[src/rtl/fl_pkg.sv]
package fl_pkg;
  localparam int TC_W   = 4;
  localparam int CODE_W = 3;

  // Length of a timed fastlock period, in phase-detector ticks.
  function automatic int fl_limit(input int tc);
    return 4 * tc + 3;
  endfunction

  // Counter width able to reach the largest limit.
  function automatic int fl_cnt_w(input int tc_w);
    return $clog2(fl_limit((1 << tc_w) - 1) + 1);
  endfunction
endpackage

[src/rtl/fl_gain_reg.sv]
module fl_gain_reg (
  input  logic clk,
  input  logic rst_n,
  input  logic ab_load,
  input  logic ab_gain,
  input  logic expire,
  output logic gain_bit,
  output logic clr_pulse
);
  // The write path has priority over the timeout clear.
  always_ff @(posedge clk) begin
    if (!rst_n) begin
      gain_bit  <= 1'b0;
      clr_pulse <= 1'b0;
    end else begin
      if (ab_load)     gain_bit <= ab_gain;
      else if (expire) gain_bit <= 1'b0;
      clr_pulse <= expire & ~ab_load;
    end
  end
endmodule

[src/rtl/fl_timeout_timer.sv]
module fl_timeout_timer import fl_pkg::*; #(
  parameter int TC_W_P = TC_W,
  localparam int CNT_W = fl_cnt_w(TC_W_P)
) (
  input  logic              clk,
  input  logic              rst_n,
  input  logic              run,
  input  logic              hold,
  input  logic              restart,
  input  logic              tick,
  input  logic [TC_W_P-1:0] tc,
  output logic [CNT_W-1:0]  cnt,
  output logic              expire
);
  logic at_last;

  // The >= compare keeps the timer from running away if tc shrinks mid-count.
  always_comb begin
    at_last = (32'(cnt) + 1) >= fl_limit(32'(tc));
    expire  = run & ~hold & ~restart & tick & at_last;
  end

  always_ff @(posedge clk) begin
    if (!rst_n)                        cnt <= '0;
    else if (hold || !run || restart)  cnt <= '0;
    else if (tick)                     cnt <= at_last ? '0 : cnt + 1'b1;
  end
endmodule

[src/rtl/fl_cur_mux.sv]
module fl_cur_mux #(
  parameter int W = 3
) (
  input  logic         sel_fast,
  input  logic [W-1:0] code_norm,
  input  logic [W-1:0] code_fast,
  output logic [W-1:0] code_out
);
  for (genvar b = 0; b < W; b++) begin : g_bit
    assign code_out[b] = sel_fast ? code_fast[b] : code_norm[b];
  end
endmodule

[src/rtl/fastlock_cp_ctrl.sv]
module fastlock_cp_ctrl import fl_pkg::*; #(
  parameter int TC_W_P   = TC_W,
  parameter int CODE_W_P = CODE_W
) (
  input  logic                clk,
  input  logic                rst_n,
  input  logic                fl_en,
  input  logic                fl_mode,
  input  logic [TC_W_P-1:0]   tmr_code,
  input  logic [CODE_W_P-1:0] cur_norm,
  input  logic [CODE_W_P-1:0] cur_fast,
  input  logic                ab_load,
  input  logic                ab_gain,
  input  logic                pfd_tick,
  input  logic                hold,
  output logic [CODE_W_P-1:0] cp_code,
  output logic                fast_active,
  output logic                gain_clr
);
  localparam int CNT_W = fl_cnt_w(TC_W_P);

  // Named internal events, visible to the bound checker.
  logic             gain_bit;
  logic             tmr_run;
  logic             tmr_restart;
  logic             tmr_expire;
  logic [CNT_W-1:0] tmr_cnt;

  assign tmr_run     = fl_en & fl_mode & gain_bit;
  assign tmr_restart = ab_load & ab_gain;
  assign fast_active = fl_en & gain_bit;

  fl_gain_reg i_gain (
    .clk       (clk),
    .rst_n     (rst_n),
    .ab_load   (ab_load),
    .ab_gain   (ab_gain),
    .expire    (tmr_expire),
    .gain_bit  (gain_bit),
    .clr_pulse (gain_clr)
  );

  fl_timeout_timer #(.TC_W_P(TC_W_P)) i_tmr (
    .clk     (clk),
    .rst_n   (rst_n),
    .run     (tmr_run),
    .hold    (hold),
    .restart (tmr_restart),
    .tick    (pfd_tick),
    .tc      (tmr_code),
    .cnt     (tmr_cnt),
    .expire  (tmr_expire)
  );

  fl_cur_mux #(.W(CODE_W_P)) i_mux (
    .sel_fast  (fast_active),
    .code_norm (cur_norm),
    .code_fast (cur_fast),
    .code_out  (cp_code)
  );
endmodule

[config.mk]
export PLATFORM = sky130hd
export DESIGN_NAME = fastlock_cp_ctrl
export DESIGN_NICKNAME = d
export VERILOG_FILES = /design/src/rtl/fl_pkg.sv /design/src/rtl/fl_gain_reg.sv /design/src/rtl/fl_timeout_timer.sv /design/src/rtl/fl_cur_mux.sv /design/src/rtl/fastlock_cp_ctrl.sv
export SDC_FILE = /design/constraint.sdc
export NUM_CORES = 1
export LEC_CHECK = 0
export BUFFER_PORTS_ARGS = -buffer_cell sky130_fd_sc_hd__clkbuf_2
export CORE_MARGIN = 2
export CORE_UTILIZATION = 45
export CTS_CLUSTER_DIAMETER = 30
export CTS_CLUSTER_SIZE = 28
export DETAILED_ROUTE_END_ITERATION = 7
export PLACE_DENSITY = 0.74
export SETUP_SLACK_MARGIN = 0.2
export SYNTH_ARGS = -nofsm -noshare
export SYNTH_HDL_FRONTEND = slang
export SYNTH_SLANG_ARGS = --single-unit
[constraint.sdc]
create_clock -name clk -period 2.3 [get_ports clk]
set_input_delay 0.115 -clock clk [delete_from_list [all_inputs] [get_ports clk]]
set_output_delay 0.115 -clock clk [all_outputs]
set_load 0.03 [all_outputs]
# --- Word level (Yosys, flattened, before mapping) ---
# Cells that the tools add are included.
totals:
  register_bits: 8
  inputBits: 18
  wordCells: 31
op_classes:
  mux: 6
  n_bitwise: 13
  n_addsub: 3
  n_reduce_logical: 5
  order_cmp: 1
ops:
  columns: ["cell", "count"]
  rows:
  - [">= comparator 32 bit", 1]
  - ["AND 1 bit", 9]
  - ["adder 6 x 1 -> 7 bit (second input constant)", 1]
  - ["adder 6 x 2 -> 7 bit (second input constant)", 1]
  - ["adder 6 x 1 -> 6 bit (second input constant)", 1]
  - ["2-to-1 mux 6 bit", 1]
  - ["2-to-1 mux 1 bit", 5]
  - ["NOT 1 bit", 4]
  - ["logical OR 1 bit", 2]
  - ["nonzero test 2 bit", 1]
  - ["OR reduction 2 bit", 1]
  - ["zero test 1 bit", 1]

# --- Logic depth before layout (Yosys ltp) ---
# Gate-level depths: netlist (run 1).
logic_depth:
  word_depth: 8
  ltp_mapped: 8
  depth_no_buf: 8

# --- Cells and area by module ---
# A second synthesis (run 1) with hierarchy kept.
hier_totals:
  cells_unflattened: 67
  area_unflattened_um2: 610.6
modules_own_cells:
  columns: ["module", "area_per_inst_um2", "seq_area_each_um2", "cells_per_inst", "n_inst"]
  rows:
  - ["fl_timeout_timer", 489.2, 120.1, 56, 1]
  - ["fl_gain_reg", 68.8, 40.0, 5, 1]
  - ["fl_cur_mux", 33.8, 0.0, 3, 1]
  - ["fastlock_cp_ctrl", 18.8, 0.0, 3, 1]

# --- Worst setup path before layout (run 1) ---
# OpenSTA, ideal clock, no wires.
synth_path:
  path_type: "flip-flop to flip-flop"
  startpoint: "register i_tmr.cnt[2]"
  endpoint: "register i_tmr.cnt[5]"
  t_arrival_ns: 1.875
  path_buffers: 0
  stages_incl_launch_ff: 9
  path_slack_ns: 0.330
  setup_time_ns: 0.095
  required_time_ns: 2.205
  cell_sequence: "dfxtp_1 nand3_2 or3_2 nand2_1 ha_1 a21oi_1 o21a_2 nand3_2 a221oi_1"
synth_via:
  elab_chain_cells: 3
synth_lines:
  columns: ["item", "line", "source"]
  rows:
  - ["start, declared", "fl_timeout_timer.sv:12", "output logic [CNT_W-1:0] cnt,"]
  - ["start signal, assigned", "fl_timeout_timer.sv:26", "else if (tick) cnt <= at_last ? '0 : cnt + 1'b1;"]
  - ["adder 6 x 1 -> 7 bit", "fl_timeout_timer.sv:19", "at_last = (32'(cnt) + 1) >= fl_limit(32'(tc));"]
  - [">= comparator 32 bit", "fl_timeout_timer.sv:19", null]
  - ["2-to-1 mux 6 bit (*)", "fl_timeout_timer.sv:26", null]
# Mark *: on every way between the ends. The rest lies on a longest branch, timed or not.
# A chain may end at the register's enable or synchronous reset.

# --- Worst setup path after layout (run 1) ---
layout_path:
  startpoint: "register i_tmr.cnt[1]"
  endpoint: "register i_tmr.cnt[5]"
# Same word-level chain as after synthesis.

==> summary by stage, run 1 <==
Run status
The run finished with clean final reports.

Final layout
The net total in the final layout is 120. In the final layout, the share of cells above drive strength 1 is 0.489. Leaving out fill and tap cells, the most frequent cell in the layout is clkbuf_2. The number of diodes added for antenna fixing is 0. Summing all non-filler instances in the final layout gives an area of 783 µm². In the layout the commonest cells are clkbuf_2, inv_1, nand2_1. The post-synthesis to final-layout area growth is 33.2%.

Yosys
By area, the combinational part of the netlist is dominated by simple AND/OR/NAND/NOR gates. The number of enable flip-flop cells after synthesis is 0. The simple-gate share of the synthesized area is 0.245.

For this run, asynchronously set or reset flops after synthesis account for 0. The portion of the post-synthesis area used by sequential elements is 0.272. The portion of synthesized area spent on multiplexers is 0.0574. For this run, the number of Yosys warnings is 0.

Synthesis inferred 8 register bits. The compound-gate portion of the synthesized area came to 0.189. The xor and xnor fraction of the mapped netlist area is 0.0447. In the synthesized netlist, the number of instances is 69. The synthesized cell area is 588 µm². The post-synthesis area per instance is 8.52 µm². Of the total synthesized cell area, the portion taken by full adders, half adders and majority gates is 0.128. The net count of the mapped netlist is 93.

Among all flip-flop cells after synthesis, the most frequent one is dfxtp_1. The netlist uses 27 different library cells.

Power
In this run the static leakage power is 0.000359 µW. VDD sags by at most 0.352 mV. Summing internal, switching and leakage power gives 296 µW. The cell area power density is 378 nW/µm².

CTS
The root cell of the clock tree is clkbuf_4. The number of clock buffers added by TritonCTS is 3. Clock-pin slew was measured on the worst setup and hold paths at 60 ps. The count of clock tree sinks is 8. No sink is reached through more buffers than the 2 on the longest clock path. The number of post-CTS setup repair buffers is 0. TritonCTS built the clock tree. In this run the number of H-tree levels came out at 1. The clock latency of the later-clocked register in the worst-skew pair is 260 ps.

STA
The worst slew slack as a fraction of its limit is 0.755. The final number of hold-violating endpoints is 0. The final setup skew is 3.43 ps. The setup total negative slack is 0 ps. At the pin with the least slew margin, the transition time is 367 ps. Based on the critical path, the design can be clocked at up to 0.492 GHz. The total count of max-transition violations in the final report is 0.

In the finished design, the share of the clock period the worst path needs comes to 0.883. The number of endpoints failing setup at the final stage is 0. The final worst slack is 268 ps. Subtracting the final worst setup slack from the clock period gives 2030 ps.

Setup repair after global routing could not meet its margin everywhere.

Critical path
The delay of the slowest cell on the worst path is 450 ps. Walking the worst path, the cells encountered are nand2_1, or3_2, nand2_1, ha_1, a21oi_2, o21a_2, nand3_4, a221oi_2. The most numerous cell type found on the critical path is nand2_1.

Together, buffers and inverters on the worst path number 0. The critical path in this run is classified as flop to flop. The cell class contributing the biggest share of worst-path delay is simple AND/OR/NAND/NOR gates. The endpoint class of the critical path is a flop. On the critical path, the stage with the largest delay is an instance of or3_2. In this run the worst path has a maximum fanout of 5. The startpoint kind of the worst setup timing path is a flop. For the worst setup path, the data arrival time is 2200 ps. The endpoint required time on the critical path is 2470 ps.

Placement
Input and output buffers added on the ports amount to 22. The final estimated routing congestion in global placement is 0.813. The setup slack at placement is 152 ps.

In this run the cell area measured after placement is 717 µm². The placed wire-length estimate after detailed placement is 1.01 mm.

Hold path
The worst hold path class is input port to flop.

Global route
The combined global-route utilization of all metal layers is 0.172. The via count of the first global-routing pass came to 503. For this run the aggregate overflow at the end of global routing stands at 0. The initial antenna violation count is 0. The largest net degree at the start of global routing is 8. The first global-routing pass estimated 1.90 mm of wire.

Routing
For this run, the detailed router's first-pass iteration total came to 4. Across all layers, the routed design uses 600 vias. The count of nets left with antenna violations after detail routing is 0. In the final routed layout, each cell accounts on average for 11.7 µm. For this block, the initial DRC count from the detailed router was 11. The detail-routed via count per cell is 5.50. The detailed-route wire length is 1.27 mm.

In the routed design, unresolved DRC markers number 0.

Floorplanning
The die covers 1610 µm². The number of placed I/O pins is 23. The initial core utilization is 0.470. The chip width is 40.2 µm. The standard cell core area is 1250 µm². From bottom edge to top edge, the die measures 40.2 µm. The number of rows in the core area is 13.

Job
The tool flagged a number of max-cap violations equal to 0.
cell families after synthesis:
logic type,after synthesis
XOR/XNOR,3
AO/OA/AOI/OAI,15
flip-flops,8
buffers and inverters,10
adder cells (fa/ha/maj),6
multiplexers,3
AND/OR/NAND/NOR,24
final cells by class:
cell class | count | area, µm²
fillers | 106 | 469
multi-input cells | 51 | 423
flip-flops and latches | 8 | 171
repair buffers | 22 | 110
inverters | 10 | 37.5
clock buffers | 3 | 22.5
well taps | 15 | 18.8
path summary, 6_finish.rpt:
kind,start,end,slack [ps],cells after the start
max reg2reg,i_tmr.cnt[1],i_tmr.cnt[5],270,8
max,i_tmr.cnt[1],i_tmr.cnt[5],270,8
min,ab_load,i_gain.clr_pulse,60,2
min reg2reg,i_tmr.cnt[0],i_tmr.cnt[0],480,1
per-stage QoR:
step	util	hold WS, ps	instances
after floorplan	-	185	69
after CTS	0.594	57.8	109
after detailed placement	0.572	320	106
after global routing	0.625	69.1	109
final	0.625	57.7	109
after global placement	0.572	319	106
flip-flops by register name (all words and copies together), names as in the netlist:
| register | cells |
|---|---|
| i_tmr.cnt | 6 |
| i_gain.clr_pulse | 1 |
| i_gain.gain_bit | 1 |
routing by layer:
metal,global-route usage,up-vias,part of all wire
met5,0,-,0
met3,0.0167,2,0.071
li1,-,303,-
met1,0.191,272,0.40
met2,0.335,23,0.52
met4,0.0517,0,0.0079
cell usage after synthesis, types with 2 or more instances:
| cell type | count | area, µm² |
|---|---|---|
| o32ai_1 | 2 | 17.5 |
| inv_1 | 10 | 37.5 |
| xnor2_1 | 2 | 17.5 |
| o31ai_1 | 2 | 15.0 |
| nand3_2 | 2 | 20.0 |
| mux2_2 | 3 | 33.8 |
| nand2_1 | 10 | 37.5 |
| ha_1 | 6 | 75.1 |
| o21ai_0 | 2 | 10.0 |
| a31oi_1 | 2 | 12.5 |
| dfxtp_1 | 8 | 160 |
| nand3_1 | 5 | 25.0 |
report_power, final:
part / switching, µW / internal (µW) / total [µW] / leakage [µW]
logic: 25.9 / 20.7 / 46.6 / 0.000277
registers: 0.719 / 137 / 138 / 0.0000678
clock network: 51.8 / 60.0 / 112 / 0.0000138
total: 78.4 / 218 / 296 / 0.000359
what timing repair did:
item                       in CTS  in global routing
setup endpoints to repair       1                  7
resized for setup               4                  9
hold buffers                    0                  0
Note: power is estimated with default switching activity, not from simulation.
==> inputs of run 2 (changes only) <==
--- a/config.mk
+++ b/config.mk
@@ -12,6 +12,7 @@
 export CTS_CLUSTER_SIZE = 28
 export DETAILED_ROUTE_END_ITERATION = 7
 export PLACE_DENSITY = 0.74
+export RECOVER_POWER = 100
 export SETUP_SLACK_MARGIN = 0.2
 export SYNTH_ARGS = -nofsm -noshare
 export SYNTH_HDL_FRONTEND = slang
==> run 2 against run 1 <==
Compared with the run above: combinational power down 3%; fmax down 2.3%; hold slack better by 4.0 ps; final area down 1.6%; worst setup slack worse by 48 ps; global-route usage unchanged; critical path depth unchanged; highest routed layer unchanged; clock skew down 2.3 ps; wire length down 2.0%; critical path type unchanged; sequential cell count unchanged; first-iteration DRC count unchanged.
==> summary by stage, run 2 (same netlist as run 1, synthesis figures left out) <==
Run status
The run finished with clean final reports.

CTS
The number of buffers inserted during clock tree synthesis came to 3 (unchanged). The number of buffers inserted for hold repair after clock tree synthesis is 0 (unchanged). The clock-pin transition on the worst setup and hold timing paths is 60 ps (about the same). The clock latency of the later-clocked register in the worst-skew pair is 250 ps (about the same). The root cell of the clock tree is clkbuf_4. The H-tree depth reported by CTS came to 1 (unchanged). The TritonCTS clock tree is yes. The count of clock tree sinks is 8 (unchanged). The buffer depth of the longest clock path is 2 (unchanged).

Final layout
The area occupied by multi-input gates came to 417 µm² (-1.5%). The net total in the final layout was 120 (unchanged). The post-layout instance area is 771 µm² (-1.6%). Leaving out fill and tap cells, the most frequent cell in the layout is clkbuf_2. The fraction of final layout cells sized beyond drive strength 1 came to 0.415 (-0.0745). In the final layout, the registers with the most flip-flops are i_tmr.cnt (6), i_gain.clr_pulse (1), i_gain.gain_bit (1).

In the layout the commonest cells are clkbuf_2, inv_1, nand2_1. The total area of sequential cells is 171 µm² (unchanged). The flip-flop count of the largest register, all copies and words added was 6 (unchanged). From synthesis to final layout, the design area changed by 31.1%. The number of fill cells in the layout is 111 (+4.7%).

The number of diodes added for antenna fixing is 0 (unchanged). i_tmr.cnt holds more flip-flops than any other register.

Floorplanning
The floorplan die area is 1610 µm² (unchanged). The number of placed I/O pins is 23 (unchanged). The floorplan die height was 40.2 µm (unchanged). The standard cell core area came to 1250 µm² (unchanged). The initial core utilization is 0.470 (unchanged). The number of rows in the core area is 13 (unchanged).

The chip width is 40.2 µm (unchanged).

STA
The slew of the pin with the lowest slew margin is 361 ps (-5.95 ps). The post-layout minimum cycle time is 2080 ps (+47.5 ps). The total count of max-transition violations in the final report is 0 (unchanged). The final setup skew is 1.10 ps (-2.33 ps). The final number of hold-violating endpoints is 0 (unchanged).

The fmax is 0.481 GHz (-2.3%). The worst slew slack as a fraction of its limit is 0.760 (+0.00568). The setup total negative slack is 0 ps (unchanged). The fraction of the cycle the final worst path needs was 0.904 (+0.0207).

The number of endpoints failing setup at the final stage was 0 (unchanged). Setup repair after global routing could not meet its margin everywhere. The worst hold margin is 61.8 ps (+4.02 ps).

Power
The share of total power in combinational logic is 0.155 (-0.002). The total power of the final layout is 292 µW (-1.5%). The cell area power density is 379 nW/µm² (+0.13%). The net switching component of the power is 75.4 µW (-3.9%). The design internal power was 217 µW (-0.60%). The clock share of power is 0.373 (-0.004). The switching power share of the total is 0.258 (-0.00651).

The maximum ir drop on the vdd rail is 0.352 mV (+0.19%). The share of power burned in registers is 0.473 (+0.007). The standby leakage power is 0.000341 µW (-4.9%).

Critical path
The worst setup path is of the flop to flop kind. STA classifies the critical path startpoint as a flop. The delay of the slowest cell on the worst path is 450 ps (about the same). The endpoint class of the critical path is a flop.

The endpoint required time on the critical path is 2470 ps (about the same). The largest fanout on the critical path is 5 (unchanged). The worst endpoint data arrival time is 2250 ps (+50 ps). On the critical path, the stage with the largest delay is an instance of or3_2. The count of cells along the worst register-to-register path came to 8 (unchanged). Traced cell by cell, the critical path runs through nand2_1, or3_2, nand2_1, ha_1, a21oi_2, o21a_1, nand3_4, a221oi_2. Counting stages on the worst path, the most repeated cell is nand2_1.

Hold path
The number of stages on the worst hold path was 2 (unchanged). The worst hold path belongs to the class input port to flop.

Routing
The number of detailed-routing iterations run before antenna repair is 4 (unchanged). The count of nets left with antenna violations after detail routing is 0 (unchanged). The number of violations reported at the end of detailed-routing iteration 0 is 11 (unchanged). The detail-routed via count per cell is 5.53 (+0.50%). The detailed-route wire length was 1.25 mm (-2.0%). The detailed-route wire length per cell is 11.4 µm (-2.0%). The number of remaining DRC errors is 0 (unchanged). The via total after detailed routing was 603 (+0.50%).

Placement
The final estimated routing congestion in global placement is 0.813 (unchanged). The number of buffer cells added on primary ports is 22 (unchanged). The total cell area at the placement stage is 717 µm² (unchanged).

The placed wire-length estimate after detailed placement came to 1.01 mm (unchanged).

Job
The total of max-cap violations is 0 (unchanged).

Global route
The initial antenna violation count is 0 (unchanged). The wire length of the first global-routing pass is 1.90 mm (unchanged). The via count of the first global-routing pass was 503 (unchanged).

The aggregate global routing overflow is 0 (unchanged). The combined global-route utilization of all metal layers is 0.172 (unchanged). The largest net degree at the start of global routing is 8 (unchanged).
==> run 2: final cells by class <==
| cell class | instances | share of cell area |
|---|---|---|
| well taps | 15 | 0.0244 |
| multi-input cells | 51 | 0.541 |
| clock buffers | 3 | 0.0292 |
| inverters | 10 | 0.0487 |
| repair buffers | 22 | 0.135 |
| flip-flops and latches | 8 | 0.222 |
==> run 2: per-stage QoR <==
step | utilization | cells | setup slack (ps)
after floorplan | - | 69 | 330
after global placement | 0.572 | 106 | 222
after detailed placement | 0.572 | 106 | 152
after CTS | 0.594 | 109 | 207
after global routing | 0.615 | 109 | 108
final | 0.615 | 109 | 221
==> run 2: final timing paths <==
check                                         to          from  slack [ps]
worst max-delay path                i_tmr.cnt[5]  i_tmr.cnt[1]         220
worst min-delay path            i_gain.clr_pulse       ab_load          60
worst max register to register      i_tmr.cnt[5]  i_tmr.cnt[1]         220
worst min register to register      i_tmr.cnt[0]  i_tmr.cnt[0]         480
==> run 2: worst max-delay path: cells and delay by family (launching register included) <==
kind	cells	cell delay [ps]
simple gates	4	770
compound gates	3	630
flops	1	360
fa+ha+maj	1	240
==> run 2: routing by layer <==
layer,GRT usage,vias to the layer above,wire length [µm]
li1,-,303,-
met1,0.191,271,500
met2,0.335,27,655
met3,0.0167,2,82
met4,0.0517,0,10
met5,0,-,0
==> run 2: power by group through the flow <==
stage	sequential (µW)	clock (µW)	combinational [µW]
6_report	138	109	45.2
5_1_grt	138	113	50.5
4_1_cts	140	110	45.5
3_5_place_dp	143	0	45.4
3_3_place_gp	143	0	44.2
2_1_floorplan	143	0	23.7
==> run 2: repair_timing <==
| item | 4_1_cts | 5_1_grt |
|---|---|---|
| setup endpoints to repair | 1 | 7 |
| setup buffers | 0 | 0 |
| gates resized for setup | 4 | 9 |
==> inputs of run 3 (changes only) <==
--- a/config.mk
+++ b/config.mk
@@ -7,13 +7,12 @@
 export LEC_CHECK = 0
 export BUFFER_PORTS_ARGS = -buffer_cell sky130_fd_sc_hd__clkbuf_2
 export CORE_MARGIN = 2
-export CORE_UTILIZATION = 45
+export CORE_UTILIZATION = 25
 export CTS_CLUSTER_DIAMETER = 30
-export CTS_CLUSTER_SIZE = 28
+export CTS_CLUSTER_SIZE = 25
 export DETAILED_ROUTE_END_ITERATION = 7
-export PLACE_DENSITY = 0.74
+export PLACE_DENSITY = 0.46
 export RECOVER_POWER = 100
-export SETUP_SLACK_MARGIN = 0.2
 export SYNTH_ARGS = -nofsm -noshare
 export SYNTH_HDL_FRONTEND = slang
 export SYNTH_SLANG_ARGS = --single-unit
==> run 3 against run 2 <==
Compared with the run above: fmax shrank 1.6%; sequential power barely moved; via count down 0.33%; final area fell by 2.3%; sequential cell count did not move; die area rose by 71%; critical path depth is the same; largest cell class unchanged; highest routed layer unchanged.
==> summary by stage, run 3 (same netlist as run 1, synthesis figures left out) <==
Floorplanning
The number of rows in the core area is 17 (+4). The floorplan die area is 2760 µm² (+71%). The initial core utilization is 0.266 (-0.204). The chip width is 52.5 µm (+31%). The floorplan die height is 52.5 µm (+31%). The number of placed I/O pins was 23 (unchanged). The standard cell core area is 2210 µm² (+77%).

Global route
The met3 track demand over resource in global routing is 0.0343 (+0.0176). The largest net degree at the start of global routing was 8 (unchanged). The met1 routing resource usage after global routing is 0.127 (-0.0639).

The met2 layer usage reported by global route was 0.169 (-0.166). The wire length of the first global-routing pass was 2.12 mm (+11%). The combined global-route utilization of all metal layers was 0.110 (-0.0625).

The most used routing layer in global routing is met2. The via count of the first global-routing pass is 516 (+2.6%). The initial antenna violation count is 0 (unchanged).

The aggregate global routing overflow was 0 (unchanged).

Power
The share of power burned in registers is 0.477 (+0.004). The net switching component of the power is 75.5 µW (+0.12%). The switching power share of the total was 0.256 (-0.00169).

The standby leakage power was 0.000328 µW (-3.6%). The maximum ir drop on the vdd rail came to 0.200 mV (-43%). The cell area power density came to 391 nW/µm² (+3.1%). The design internal power was 219 µW (+1.0%).

The share of total power in combinational logic came to 0.148 (-0.007). The clock share of power is 0.374 (about the same).

Critical path
The kind of critical path is flop to flop. By instance count, the cell type seen most on the critical path is nand3_2. Among cell families on the critical path, the largest total delay comes from simple AND/OR/NAND/NOR gates. The endpoint required time on the critical path is 2470 ps (about the same). The critical path goes through nand3_2, or3_2, nand2_1, ha_1, a21oi_1, o21a_2, nand3_2, a221oi_2. The startpoint kind of the worst setup timing path is a flop. The number of buffer and inverter instances along the worst setup path is 0 (unchanged). The largest fanout on the critical path is 5 (unchanged). The worst endpoint data arrival time is 2280 ps (+30 ps).

STA classifies the critical path endpoint as a flop. For this design, the slowest cell found on the critical path is dfxtp_1. The delay of the slowest cell on the worst path is 420 ps (-30 ps).

CTS
The tree is rooted in a clkbuf_4. TritonCTS built the clock tree. The clock-pin transition on the worst setup and hold timing paths is 60 ps (about the same).

The number of buffers inserted during clock tree synthesis is 3 (unchanged). The buffer depth of the longest clock path is 2 (unchanged). The count of clock tree sinks is 8 (unchanged).

The number of buffers inserted for hold repair after clock tree synthesis is 0 (unchanged). The H-tree depth reported by CTS is 1 (unchanged). The clock latency of the later-clocked register in the worst-skew pair is 260 ps (about the same).

The number of post-CTS setup repair buffers is 0 (unchanged).

Hold path
The tightest min-delay check is of the input port to flop type.

STA
The slew of the pin with the lowest slew margin is 364 ps (+2.62 ps). The final setup skew is 1.25 ps (+0.152 ps). The post-layout minimum cycle time came to 2110 ps (+33.9 ps). The fmax is 0.473 GHz (-1.6%). The final number of hold-violating endpoints is 0 (unchanged). The fraction of the cycle the final worst path needs is 0.919 (+0.0147). The worst slew slack as a fraction of its limit is 0.759 (-0.00174). The number of endpoints failing setup at the final stage is 0 (unchanged). The total count of max-transition violations in the final report was 0 (unchanged).

Final layout
The share of the core filled with cells was 0.340 (-0.275). Relative to the synthesized area, the layout overhead comes to 28.1%. The fraction of final layout cells sized beyond drive strength 1 is 0.362 (-0.0532). The count of non-filler cells in the finished layout is 122 (+12%). The number of diodes added for antenna fixing came to 0 (unchanged). The register with the most flip-flops in the final layout is i_tmr.cnt. The net total in the final layout is 120 (unchanged).

The largest registers in the layout are i_tmr.cnt (6), i_gain.clr_pulse (1), i_gain.gain_bit (1). The flip-flop count of the largest register, all copies and words added was 6 (unchanged). In the layout the commonest cells are clkbuf_2, inv_1, nand2_1. Leaving out fill and tap cells, the most frequent cell in the layout is clkbuf_2.

Routing
The detailed-route wire length is 1.33 mm (+6.7%). The count of nets left with antenna violations after detail routing is 0 (unchanged). The detailed-route wire length per cell is 10.9 µm (-4.7%). The number of detailed-routing iterations run before antenna repair came to 4 (unchanged). The via total after detailed routing is 601 (-0.33%).

The number of remaining DRC errors is 0 (unchanged). The number of violations reported at the end of detailed-routing iteration 0 is 11 (unchanged). The detail-routed via count per cell is 4.93 (-11%).

Placement
The final estimated routing congestion in global placement is 0.843 (+3.6%). The number of buffer cells added on primary ports is 22 (unchanged). The total instance count after detailed placement came to 119 (+12%).

The placed wire-length estimate after detailed placement is 1.09 mm (+8.0%).

Run status
The run finished with clean final reports.

Job
The total of max-cap violations was 0 (unchanged).
-- run 3: cell count changes in the layout (fill, tap and decap cells not counted), moves of 2 or more --
cell,change
a21oi_1,+2
a21oi_2,-2
dfxtp_1,+2
dfxtp_4,-2
-- run 3: power by group through the flow --
stage	Clock [µW]	Sequential, µW	Combinational (µW)
2_1_floorplan	0	143	23.7
3_3_place_gp	0	143	44.3
3_5_place_dp	0	143	45.5
4_1_cts	116	140	45.6
5_1_grt	125	140	48.4
6_report	110	140	43.7
-- run 3: worst reg2reg max path: cells and delay by family, from the launching register on --
kind,cells,cell delay [ps]
adders and majority gates,1,240
and+or+nand+nor,4,750
AOI/OAI and AO/OA,3,620
DFF,1,420
-- run 3: final timing paths --
| path | startpoint | endpoint | slack (ps) | cells past startpoint |
|---|---|---|---|---|
| worst max-delay path | i_tmr.cnt[3] | i_tmr.cnt[5] | 190 | 8 |
| worst max register to register | i_tmr.cnt[3] | i_tmr.cnt[5] | 190 | 8 |
| worst min-delay path | ab_load | i_gain.clr_pulse | 50 | 2 |
| worst min register to register | i_tmr.cnt[0] | i_tmr.cnt[0] | 500 | 1 |
-- run 3: stage by stage --
stage	hold slack [ps]	setup TNS (ps)	total power, µW	setup slack (ps)	area, µm²
2_1_floorplan	185	0	167	330	588
3_3_place_gp	321	0	188	167	733
3_5_place_dp	320	0	189	115	733
4_1_cts	47.5	0	302	94.7	756
5_1_grt	48.8	-3.53	313	-3.53	753
6_report	45.8	0	294	187	753
-- run 3: per-layer routing --
| layer | share of wire | up-vias |
|---|---|---|
| li1 | - | 299 |
| met1 | 0.44 | 264 |
| met2 | 0.44 | 34 |
| met3 | 0.11 | 4 |
| met4 | 0.015 | 0 |
| met5 | 0 | - |
-- run 3: cell type report --
type	instances	area, µm²
Fill cell	242	1460
Multi-Input combinational cell	51	390
Sequential cell	8	164
Timing Repair Buffer	22	104
Inverter	10	37.5
Tap cell	28	35.0
Clock buffer	3	22.5
-- run 3: what timing repair did --
action | 4_1_cts | 5_1_grt
endpoints found under the setup margin | 0 | 3
hold endpoints to repair | 0 | 0
resized for setup | 0 | 5
